===== src/rtl/wdog_pkg.sv =====
package wdog_pkg;
  localparam int ADDR_W = 4;
  localparam int DATA_W = 32;

  localparam logic [ADDR_W-1:0] ADDR_CTRL = 4'h0;
  localparam logic [ADDR_W-1:0] ADDR_CFG  = 4'h4;
  localparam logic [ADDR_W-1:0] ADDR_STAT = 4'h8;

  // configuration register field positions
  localparam int CFG_IE_BIT    = 9;
  localparam int CFG_PSEL_LSB  = 11;
  // status register field position
  localparam int STAT_FLAG_BIT = 0;
endpackage


===== src/rtl/wdog_tick_gen.sv =====
module wdog_tick_gen #(
  parameter int FIXED_DIV = 4096,
  parameter int PSEL_W    = 2
) (
  input  logic              clk,
  input  logic              rst_n,
  input  logic              restart,
  input  logic [PSEL_W-1:0] psel,
  output logic              tick
);
  localparam int FW    = (FIXED_DIV > 1) ? $clog2(FIXED_DIV) : 1;
  localparam int PMAX  = (1 << PSEL_W) - 1;
  localparam int POW_W = (PMAX > 0) ? PMAX : 1;
  localparam logic [FW-1:0] F_LAST = FW'(FIXED_DIV - 1);

  logic [FW-1:0]    fcnt_q, fcnt_d;
  logic [POW_W-1:0] pcnt_q, pcnt_d;
  logic [POW_W-1:0] term;
  logic             stage_end;

  always_comb begin
    term      = {POW_W{1'b1}} >> (PMAX - int'(psel));
    stage_end = (fcnt_q == F_LAST);
    tick      = stage_end && (pcnt_q >= term);
  end

  always_comb begin
    fcnt_d = fcnt_q;
    pcnt_d = pcnt_q;
    if (restart) begin
      fcnt_d = '0;
      pcnt_d = '0;
    end else if (stage_end) begin
      fcnt_d = '0;
      pcnt_d = tick ? '0 : pcnt_q + 1'b1;
    end else begin
      fcnt_d = fcnt_q + 1'b1;
    end
  end

  always_ff @(posedge clk or negedge rst_n) begin
    if (!rst_n) begin
      fcnt_q <= '0;
      pcnt_q <= '0;
    end else begin
      fcnt_q <= fcnt_d;
      pcnt_q <= pcnt_d;
    end
  end


  tick_spacing_chk: assert property (@(posedge clk) disable iff (!rst_n)
    (tick && (FIXED_DIV > 1)) |=> !tick);


  restart_quiet_chk: assert property (@(posedge clk) disable iff (!rst_n)
    (restart && (FIXED_DIV > 1)) |=> !tick);
endmodule


===== src/rtl/wdog_count_core.sv =====
module wdog_count_core #(
  parameter int CNT_W = 7
) (
  input  logic             clk,
  input  logic             rst_n,
  input  logic             ctrl_wr,
  input  logic             wr_en_bit,
  input  logic [CNT_W-1:0] wr_cnt,
  input  logic             tick,
  input  logic [CNT_W-1:0] win,
  output logic [CNT_W-1:0] cnt,
  output logic             en,
  output logic             fault,
  output logic             warn_hit,
  output logic             rst_req
);
  localparam logic [CNT_W-1:0] EXPIRY   = {1'b1, {(CNT_W-1){1'b0}}};
  localparam logic [CNT_W-1:0] WARN_VAL = EXPIRY + 1'b1;
  localparam logic [CNT_W-1:0] CNT_INIT = {CNT_W{1'b1}};

  logic [CNT_W-1:0] cnt_q, cnt_d;
  logic             en_q, en_d;
  logic             req_q;
  logic             armed_after;

  always_comb begin
    armed_after = en_q | wr_en_bit;
    fault       = 1'b0;
    if (ctrl_wr)
      fault = armed_after && (!wr_cnt[CNT_W-1] || (cnt_q > win));
    else
      fault = en_q && tick && (cnt_q == EXPIRY);
    warn_hit = tick && !ctrl_wr && (cnt_q == WARN_VAL);
  end

  always_comb begin
    cnt_d = cnt_q;
    en_d  = en_q;
    if (fault) begin
      cnt_d = CNT_INIT;
      en_d  = 1'b0;
    end else if (ctrl_wr) begin
      cnt_d = wr_cnt;
      en_d  = armed_after;
    end else if (tick) begin
      cnt_d = cnt_q - 1'b1;
    end
  end

  always_ff @(posedge clk or negedge rst_n) begin
    if (!rst_n) begin
      cnt_q <= CNT_INIT;
      en_q  <= 1'b0;
      req_q <= 1'b0;
    end else begin
      cnt_q <= cnt_d;
      en_q  <= en_d;
      req_q <= fault;
    end
  end

  assign cnt     = cnt_q;
  assign en      = en_q;
  assign rst_req = req_q;


  en_sticky_chk: assert property (@(posedge clk) disable iff (!rst_n)
    en |=> (en || rst_req));


  req_pulse_chk: assert property (@(posedge clk) disable iff (!rst_n)
    rst_req |=> !rst_req);


  req_restores_chk: assert property (@(posedge clk) disable iff (!rst_n)
    rst_req |-> (!en && (cnt == CNT_INIT)));


  expiry_req_chk: assert property (@(posedge clk) disable iff (!rst_n)
    (en && tick && !ctrl_wr && (cnt == EXPIRY)) |=> rst_req);


  req_needs_arm_chk: assert property (@(posedge clk) disable iff (!rst_n)
    rst_req |-> ($past(en) || $past(ctrl_wr && wr_en_bit)));
endmodule


===== src/rtl/wdog_cfg_regs.sv =====
module wdog_cfg_regs #(
  parameter int CNT_W  = 7,
  parameter int PSEL_W = 2,
  parameter int DATA_W = 32
) (
  input  logic              clk,
  input  logic              rst_n,
  input  logic              soft_clr,
  input  logic              cfg_wr,
  input  logic              stat_wr,
  input  logic [DATA_W-1:0] wdata,
  input  logic              warn_hit,
  output logic [CNT_W-1:0]  win,
  output logic [PSEL_W-1:0] psel,
  output logic              ie,
  output logic              flag
);
  import wdog_pkg::*;

  logic [CNT_W-1:0]  win_q, win_d;
  logic [PSEL_W-1:0] psel_q, psel_d;
  logic              ie_q, ie_d;
  logic              flag_q, flag_d;

  always_comb begin
    win_d  = win_q;
    psel_d = psel_q;
    ie_d   = ie_q;
    flag_d = flag_q;
    if (soft_clr) begin
      win_d  = {CNT_W{1'b1}};
      psel_d = '0;
      ie_d   = 1'b0;
      flag_d = 1'b0;
    end else begin
      if (cfg_wr) begin
        win_d  = wdata[CNT_W-1:0];
        psel_d = wdata[CFG_PSEL_LSB +: PSEL_W];
        ie_d   = ie_q | wdata[CFG_IE_BIT];
      end
      if (warn_hit)
        flag_d = 1'b1;
      else if (stat_wr && !wdata[STAT_FLAG_BIT])
        flag_d = 1'b0;
    end
  end

  always_ff @(posedge clk or negedge rst_n) begin
    if (!rst_n) begin
      win_q  <= {CNT_W{1'b1}};
      psel_q <= '0;
      ie_q   <= 1'b0;
      flag_q <= 1'b0;
    end else begin
      win_q  <= win_d;
      psel_q <= psel_d;
      ie_q   <= ie_d;
      flag_q <= flag_d;
    end
  end

  assign win  = win_q;
  assign psel = psel_q;
  assign ie   = ie_q;
  assign flag = flag_q;


  flag_source_chk: assert property (@(posedge clk) disable iff (!rst_n)
    $rose(flag) |-> $past(warn_hit));


  flag_keep_chk: assert property (@(posedge clk) disable iff (!rst_n)
    (flag && stat_wr && wdata[STAT_FLAG_BIT] && !soft_clr) |=> flag);


  ie_sticky_chk: assert property (@(posedge clk) disable iff (!rst_n)
    (ie && !soft_clr) |=> ie);
endmodule


===== src/rtl/wdog_window_top.sv =====
module wdog_window_top #(
  parameter int CNT_W     = 7,
  parameter int PSEL_W    = 2,
  parameter int FIXED_DIV = 4096
) (
  input  logic                          clk,
  input  logic                          rst_n,
  input  logic                          bus_we,
  input  logic [wdog_pkg::ADDR_W-1:0]   bus_addr,
  input  logic [wdog_pkg::DATA_W-1:0]   bus_wdata,
  output logic [wdog_pkg::DATA_W-1:0]   bus_rdata,
  output logic                          wd_reset_req,
  output logic                          wd_irq
);
  import wdog_pkg::*;

  logic             ctrl_wr, cfg_wr, stat_wr;
  logic             tick, fault, warn_hit, en;
  logic [CNT_W-1:0] cnt, win;
  logic [PSEL_W-1:0] psel;
  logic             ie, flag;

  always_comb begin
    ctrl_wr = bus_we && (bus_addr == ADDR_CTRL);
    cfg_wr  = bus_we && (bus_addr == ADDR_CFG);
    stat_wr = bus_we && (bus_addr == ADDR_STAT);
  end

  wdog_tick_gen #(
    .FIXED_DIV (FIXED_DIV),
    .PSEL_W    (PSEL_W)
  ) i_tick (
    .clk     (clk),
    .rst_n   (rst_n),
    .restart (ctrl_wr | fault),
    .psel    (psel),
    .tick    (tick)
  );

  wdog_count_core #(
    .CNT_W (CNT_W)
  ) i_core (
    .clk       (clk),
    .rst_n     (rst_n),
    .ctrl_wr   (ctrl_wr),
    .wr_en_bit (bus_wdata[CNT_W]),
    .wr_cnt    (bus_wdata[CNT_W-1:0]),
    .tick      (tick),
    .win       (win),
    .cnt       (cnt),
    .en        (en),
    .fault     (fault),
    .warn_hit  (warn_hit),
    .rst_req   (wd_reset_req)
  );

  wdog_cfg_regs #(
    .CNT_W  (CNT_W),
    .PSEL_W (PSEL_W),
    .DATA_W (DATA_W)
  ) i_cfg (
    .clk      (clk),
    .rst_n    (rst_n),
    .soft_clr (fault),
    .cfg_wr   (cfg_wr),
    .stat_wr  (stat_wr),
    .wdata    (bus_wdata),
    .warn_hit (warn_hit),
    .win      (win),
    .psel     (psel),
    .ie       (ie),
    .flag     (flag)
  );

  always_comb begin
    bus_rdata = '0;
    case (bus_addr)
      ADDR_CTRL: begin
        bus_rdata[CNT_W]       = en;
        bus_rdata[CNT_W-1:0]   = cnt;
      end
      ADDR_CFG: begin
        bus_rdata[CNT_W-1:0]                 = win;
        bus_rdata[CFG_IE_BIT]                = ie;
        bus_rdata[CFG_PSEL_LSB +: PSEL_W]    = psel;
      end
      ADDR_STAT: bus_rdata[STAT_FLAG_BIT] = flag;
      default:   bus_rdata = '0;
    endcase
  end

  assign wd_irq = ie & flag;


  irq_needs_flag_chk: assert property (@(posedge clk) disable iff (!rst_n)
    wd_irq |-> $past(flag || warn_hit));
endmodule


===== config.mk =====
export PLATFORM = sky130hd
export DESIGN_NAME = wdog_window_top
export DESIGN_NICKNAME = d
export VERILOG_FILES = /design/src/rtl/wdog_pkg.sv /design/src/rtl/wdog_tick_gen.sv /design/src/rtl/wdog_count_core.sv /design/src/rtl/wdog_cfg_regs.sv /design/src/rtl/wdog_window_top.sv
export SDC_FILE = /design/constraint.sdc
export NUM_CORES = 1
export LEC_CHECK = 0
export BUFFER_PORTS_ARGS = -buffer_cell sky130_fd_sc_hd__buf_4
export CORE_MARGIN = 2
export CORE_UTILIZATION = 55
export CTS_CLUSTER_DIAMETER = 40
export DETAILED_ROUTE_END_ITERATION = 6
export PLACE_DENSITY = 0.95
export SKIP_LAST_GASP = 1
export SLEW_MARGIN = 10
export SYNTH_ARGS = -nofsm -noshare
export SYNTH_HDL_FRONTEND = slang
export SYNTH_SLANG_ARGS = --single-unit
export TNS_END_PERCENT = 10

===== constraint.sdc =====
create_clock -name clk -period 4.4 [get_ports clk]
set_input_delay 0.22 -clock clk [delete_from_list [all_inputs] [get_ports clk]]
set_output_delay 0.22 -clock clk [all_outputs]
set_load 0.03 [all_outputs]

; ---- Yosys cells after proc, flatten, opt, wreduce, memory -nomap -nowiden
; Cells that the tools add are included.
[word_totals]
inputBits = 39
out_inout_bits = 34
ff_bits = 35
[classes]
order_cmp = 2
shifts = 1
n_eq_ne = 5
n_bitwise = 4
add_sub_neg = 4
n_mux = 25
reduce_logical = 20
[ops]
columns = cell, count
row1 = 2-to-1 mux 7 bit, 5
row2 = ">> shifter 3 x 32 -> 3 bit, first input constant", 1
row3 = 2-to-1 mux 12 bit, 2
row4 = "equality test 7 bit, second input constant", 2
row5 = "adder 12 x 1 -> 12 bit, second input constant", 1
row6 = "equality test 12 bit, second input constant", 1
row7 = one-hot mux 6 bit (2 select lines), 1
row8 = logical AND 1 bit, 10
row9 = 2-to-1 mux 1 bit, 10
row10 = 2-to-1 mux 3 bit, 3
row11 = > comparator 7 bit, 1
row12 = "subtractor 7 x 1 -> 7 bit, second input constant", 1
row13 = 2-to-1 mux 2 bit, 3
row14 = nonzero test 2 bit, 3
row15 = nonzero test 3 bit, 2
row16 = "equality test 4 x 3 -> 1 bit, second input constant", 1
row17 = "equality test 4 bit, second input constant", 1
row18 = logical NOT 4 bit, 1
row19 = "adder 3 x 1 -> 3 bit, second input constant", 1
row20 = greater-or-equal comparator 3 bit, 1
row21 = logical NOT 1 bit, 3
row22 = OR 1 bit, 3
row23 = one-hot mux 1 bit (3 select lines), 1
row24 = "subtractor 2 x 2 -> 3 bit, first input constant", 1
row25 = other kinds (2), 2

; ---- Longest topological paths before layout
[depth]
ltp_word = 9
depth_mapped = 8
depth_no_buf = 7

; ---- By module
; Synthesis repeated with hierarchy kept, for this count alone.
[unflattened]
hier_cells = 255
hier_area_um2 = 2398.6
[modules_own_cells]
columns = module, instances, seq_area_each_um2, area_per_inst_um2, cells_per_inst
row1 = wdog_tick_gen, 1, 375.4, 818.3, 86
row2 = wdog_count_core, 1, 234.0, 768.2, 89
row3 = wdog_cfg_regs, 1, 284.0, 464.2, 36
row4 = wdog_window_top, 1, 0.0, 347.8, 44

; ---- Least setup slack after synthesis
; OpenSTA, ideal clock, no wires.
[synth_timing]
path_kind = register to register
start = register i_cfg.psel_q[1], in the netlist i_cfg.psel[1]
end = register i_cfg.flag_q, in the netlist i_cfg.flag
t_required_ns = 4.274
stages_incl_launch_ff = 9
setup_time_ns = 0.126
path_buffers = 1
arrival_time_ns = 1.933
path_slack_ns = 2.341
period_less_slack_ns = 2.059
cell_sequence = dfrtp_1 > or2_2 > ha_1 > nor2b_1 > o21ai_0 > a31oi_4 > a21oi_2 > buf_6 > a21oi_1
[synth_between]
elab_chain_cells = 8
word_cells_on_any_way = 12
cone_classes = add/sub (1) / order compare (1) / shift (1) / mux (3) / reduce/logical (6)
[synth_rtl]
columns = element, line_no
row1 = from (decl), wdog_cfg_regs.sv:21  ; logic [PSEL_W-1:0] psel_q, psel_d;
row2 = from (signal assigned), wdog_cfg_regs.sv:56  ; psel_q <= psel_d;
row3 = subtractor 2 x 2 -> 3 bit (*), wdog_tick_gen.sv:22  ; term = {POW_W{1'b1}} >> (PMAX - int'(psel));
row4 = >> shifter 3 x 32 -> 3 bit (*), wdog_tick_gen.sv:22
row5 = greater-or-equal comparator 3 bit (*), wdog_tick_gen.sv:24  ; tick = stage_end && (pcnt_q >= term);
row6 = logical AND 1 bit (*), wdog_tick_gen.sv:24
row7 = logical AND 1 bit (*) (2 in series), wdog_count_core.sv:32  ; fault = en_q && tick && (cnt_q == EXPIRY);
row8 = 2-to-1 mux 1 bit (*), wdog_count_core.sv:29  ; if (ctrl_wr)
row9 = via fault, wdog_window_top.sv:18  ; logic tick, fault, warn_hit, en;
row10 = nonzero test 3 bit (no source line) or 2-to-1 mux 1 bit (tied branches), -
row11 = to (signal assigned), wdog_cfg_regs.sv:58  ; flag_q <= flag_d;
row12 = to (decl), wdog_cfg_regs.sv:23  ; logic flag_q, flag_d;
; The timed path passes the listed nets; every way through them passes the cells marked *.
; A chain may end at the register's enable or synchronous reset.

; ---- Final worst setup path
[layout_timing]
start = register i_cfg.psel_q[1], in the netlist i_cfg.psel[1]
end = register i_cfg.win_q[4], in the netlist i_cfg.win[4]
[layout_between]
elab_chain_cells = 8
word_cells_on_any_way = 9
cone_classes = add/sub (1) / order compare (1) / shift (1) / mux (2) / reduce/logical (4)
[layout_rtl]
columns = element, line_no
row1 = subtractor 2 x 2 -> 3 bit (*), wdog_tick_gen.sv:22
row2 = >> shifter 3 x 32 -> 3 bit (*), wdog_tick_gen.sv:22
row3 = greater-or-equal comparator 3 bit (*), wdog_tick_gen.sv:24
row4 = logical AND 1 bit (*), wdog_tick_gen.sv:24
row5 = logical AND 1 bit (*) (2 in series), wdog_count_core.sv:32
row6 = 2-to-1 mux 1 bit (*), wdog_count_core.sv:29
row7 = 2-to-1 mux 7 bit or nonzero test 2 bit (tied branches), -
row8 = to (signal assigned), wdog_cfg_regs.sv:50  ; win_q <= {CNT_W{1'b1}};
row9 = to (signal assigned), wdog_cfg_regs.sv:55  ; win_q <= win_d;
row10 = to (decl), wdog_cfg_regs.sv:20  ; logic [CNT_W-1:0] win_q, win_d;
; Mark *: on every way between the ends. The rest lies on a longest branch, timed or not.

==> impl_metrics.toml <==
[power]
vdd_ir_drop_max_v = 0.000213
p_leak_nw = 1.30
power.density_nw_per_um2 = 405

[cells_and_area]
layout_commonest_cell = "nand2_1"
drive_gt1_share_pct = 22.6
nNetsFinal = 348
area_growth_syn_to_layout_pct = 11.2
diodes = 0
layout_common_cells = "34 x nand2_1, 30 x buf_4, 26 x nor2_1, 21 x conb_1, 21 x dfrtp_1"

[synthesis]
syn-instance-count = 263
postSynthAreaPerCell_sq_um = 9.03
ys.flop_type = "dfrtp_1"
synth_edf_count = 0
synth-seq-cells = 35
synthesis.area_sq_um = 2370
async_reset_ff_share_pct = 100
synth_cell_types = 49
yosysSeqAreaShare_pct = 37.6
synth_warnings = 0

[clocking]
post_cts_resized = 0
cts_root_buf = "clkbuf_8"
cts.clk_slew.worst_paths_ns = 0.07
clock-sinks = 35
clockBufferDepth = 2
cts_tree = "yes"
cts_made_buffers = 5
cts_setup_buffers = 0
h-tree-depth = 2
insertion_delay_ns = 0.29
hold_buffers = 1

[timing]
fin_skew_ns = 0.00309
setup_viol = 0
hold_viol = 0
max-slew-margin-rel_pct = 36.6
layout_setup_ws_ns = 1.86
period_needed_ns = 2.54
slew_viol_final = 0
worst_pin_slew_ns = 0.947
rsz0062_at_grt = "false"
period_share_pct = 57.6
setup-tns-final_ns = 0
timing.fmax_mhz = 394

[routing]
route.met2.wl_um = 2410
vias_per_cell = 5.53
antenna_left = 0
wl_per_cell_um = 14.7
initialDrtViolationCount = 80
top_layer = "met4"
drt-met1-wl_um = 2240
dr_wl_met3_um = 381
vias = 1914
drc = 0
first_pass_iters = 4
wirelength_um = 5090

[worst_setup_path]
worst-path-stages = 7
startpoint_type = "flop"
rr_endpoint = "i_cfg.win[4]"
worst-path-buf-inv = 0
rr_worst_depth = 7
cp_top_family = "compound AO/OA/AOI/OAI gates"
r2r-start = "i_cfg.psel[1]"
cpMaxStageDelayCell = "o21ai_0"
arrival_ns = 2.77
path_class = "reg2reg"
reg2reg_slack_ns = 1.86
crit_path_end_kind = "flop"
path_cells = "or2_2, ha_1, nor2b_1, o21ai_0, a31oi_4, a21oi_2, nand3b_1"
slowest_delay_ns = 0.52
cp_max_fo = 12
critPathRequiredTime_ns = 4.63

[placed_design]
gp_congestion = 0.895
place_ws_ns = 1.90
dp_hpwl_um = 3840
port_buffers = 30

[global_routing]
antenna_found_initial = 0
grt_pass1_vias = 1813
grt_max_degree = 36
grt_overflow_total = 0
grt_use_total_pct = 21.5
grt_pass1_wl_um = 8270

[hold_path]
min_delay_path_depth = 3
hold_end = "i_cfg.win[1]"
hold_path.class = "in2reg"
hp-start = "bus_wdata[1]"

[floorplanning]
rows = 23
ioPinCount = 73
die_area_sq_um = 4860
die_y_um = 69.7
die_width_um = 69.7
start_util_pct = 58.1
coreArea_sq_um = 4090

[job]
max_cap_viol_count = 0

[run_status]
outcome = "finished, final reports clean"
stage by stage:
stage          cell area [sq um]  power, mW  cells  util, %  hold slack (ns)
2_1_floorplan               2450      0.757    283        -          -0.0756
3_3_place_gp                2550      0.813    337     62.4            0.193
3_5_place_dp                2550      0.845    337     62.4            0.195
4_1_cts                     2640       1.07    346     64.6            0.152
5_1_grt                     2640       1.15    346     64.6            0.164
6_report                    2640       1.07    346     64.6            0.161
how the worst max path moves through the flow:
stage                              from  slack [ns]           end
after CTS                 i_cfg.psel[1]        1.87  i_cfg.win[5]
final                     i_cfg.psel[1]        1.86  i_cfg.win[4]
after global placement    i_cfg.psel[1]        1.93  i_cfg.win[4]
after floorplan           i_cfg.psel[1]        2.34    i_cfg.flag
after detailed placement  i_cfg.psel[1]        1.90  i_cfg.win[4]
after global routing      i_cfg.psel[1]        1.65    i_cfg.flag
report_power, final:
part | internal (mW) | switching (mW) | total, mW
combinational | 0.148 | 0.191 | 0.339
clock | 0.111 | 0.114 | 0.225
sequential | 0.417 | 0.0874 | 0.504
state kept, by name (all words and copies together) (netlist names), 2 cells and up:
signal and flops:
i_core.cnt 7, i_cfg.psel 2, i_tick.pcnt_q 3, i_cfg.win 7
i_tick.fcnt_q 12
cell usage after synthesis, types with 3 or more instances:
cell | count | area (sq um)
ha_1 | 14 | 175
nor3_1 | 4 | 20.0
buf_4 | 22 | 165
mux2i_1 | 7 | 70.1
o221a_2 | 4 | 45.0
dfrtp_1 | 21 | 526
nor2_1 | 26 | 97.6
nand4_1 | 3 | 18.8
and3_1 | 9 | 56.3
nand2_1 | 34 | 128
xor2_1 | 9 | 78.8
o21ai_0 | 5 | 25.0
nand3b_1 | 8 | 60.1
xnor2_1 | 4 | 35.0
a21oi_1 | 13 | 65.1
dfstp_2 | 14 | 368
and2_2 | 3 | 22.5
nand3_1 | 13 | 65.1
inv_1 | 13 | 48.8
metal layers:
layer | GRT usage (%) | up-vias
met5 | 0 | -
met4 | 7.48 | 0
met3 | 6.10 | 7
met2 | 35.3 | 70
met1 | 27.3 | 903
li1 | - | 934
worst min-delay path, delay by kind of cell:
kind          cells  cell delay [ns]
buf+inv           1             0.09
simple gates      2             0.11
cells by family after synthesis:
| group | after synthesis | synth area share (%) |
|---|---|---|
| and+or+nand+nor | 118 | 26.2 |
| buffers and inverters | 39 | 10.0 |
| AOI/OAI and AO/OA | 36 | 10.9 |
| DFF | 35 | 37.6 |
| adders and majority gates | 14 | 7.38 |
| xor gates and xnor gates | 13 | 4.79 |
| muxes | 7 | 2.95 |
| other | 1 | 0.158 |
cell type report:
cell class,count,area [sq um]
well taps,50,62.6
clock buffers,7,76.3
repair buffers,31,235
fillers,344,1450
clock inverters,1,5.00
inverters,13,48.8
flip-flops and latches,35,893
multi-input cells,209,1320
(Power assumes the default switching activity.)
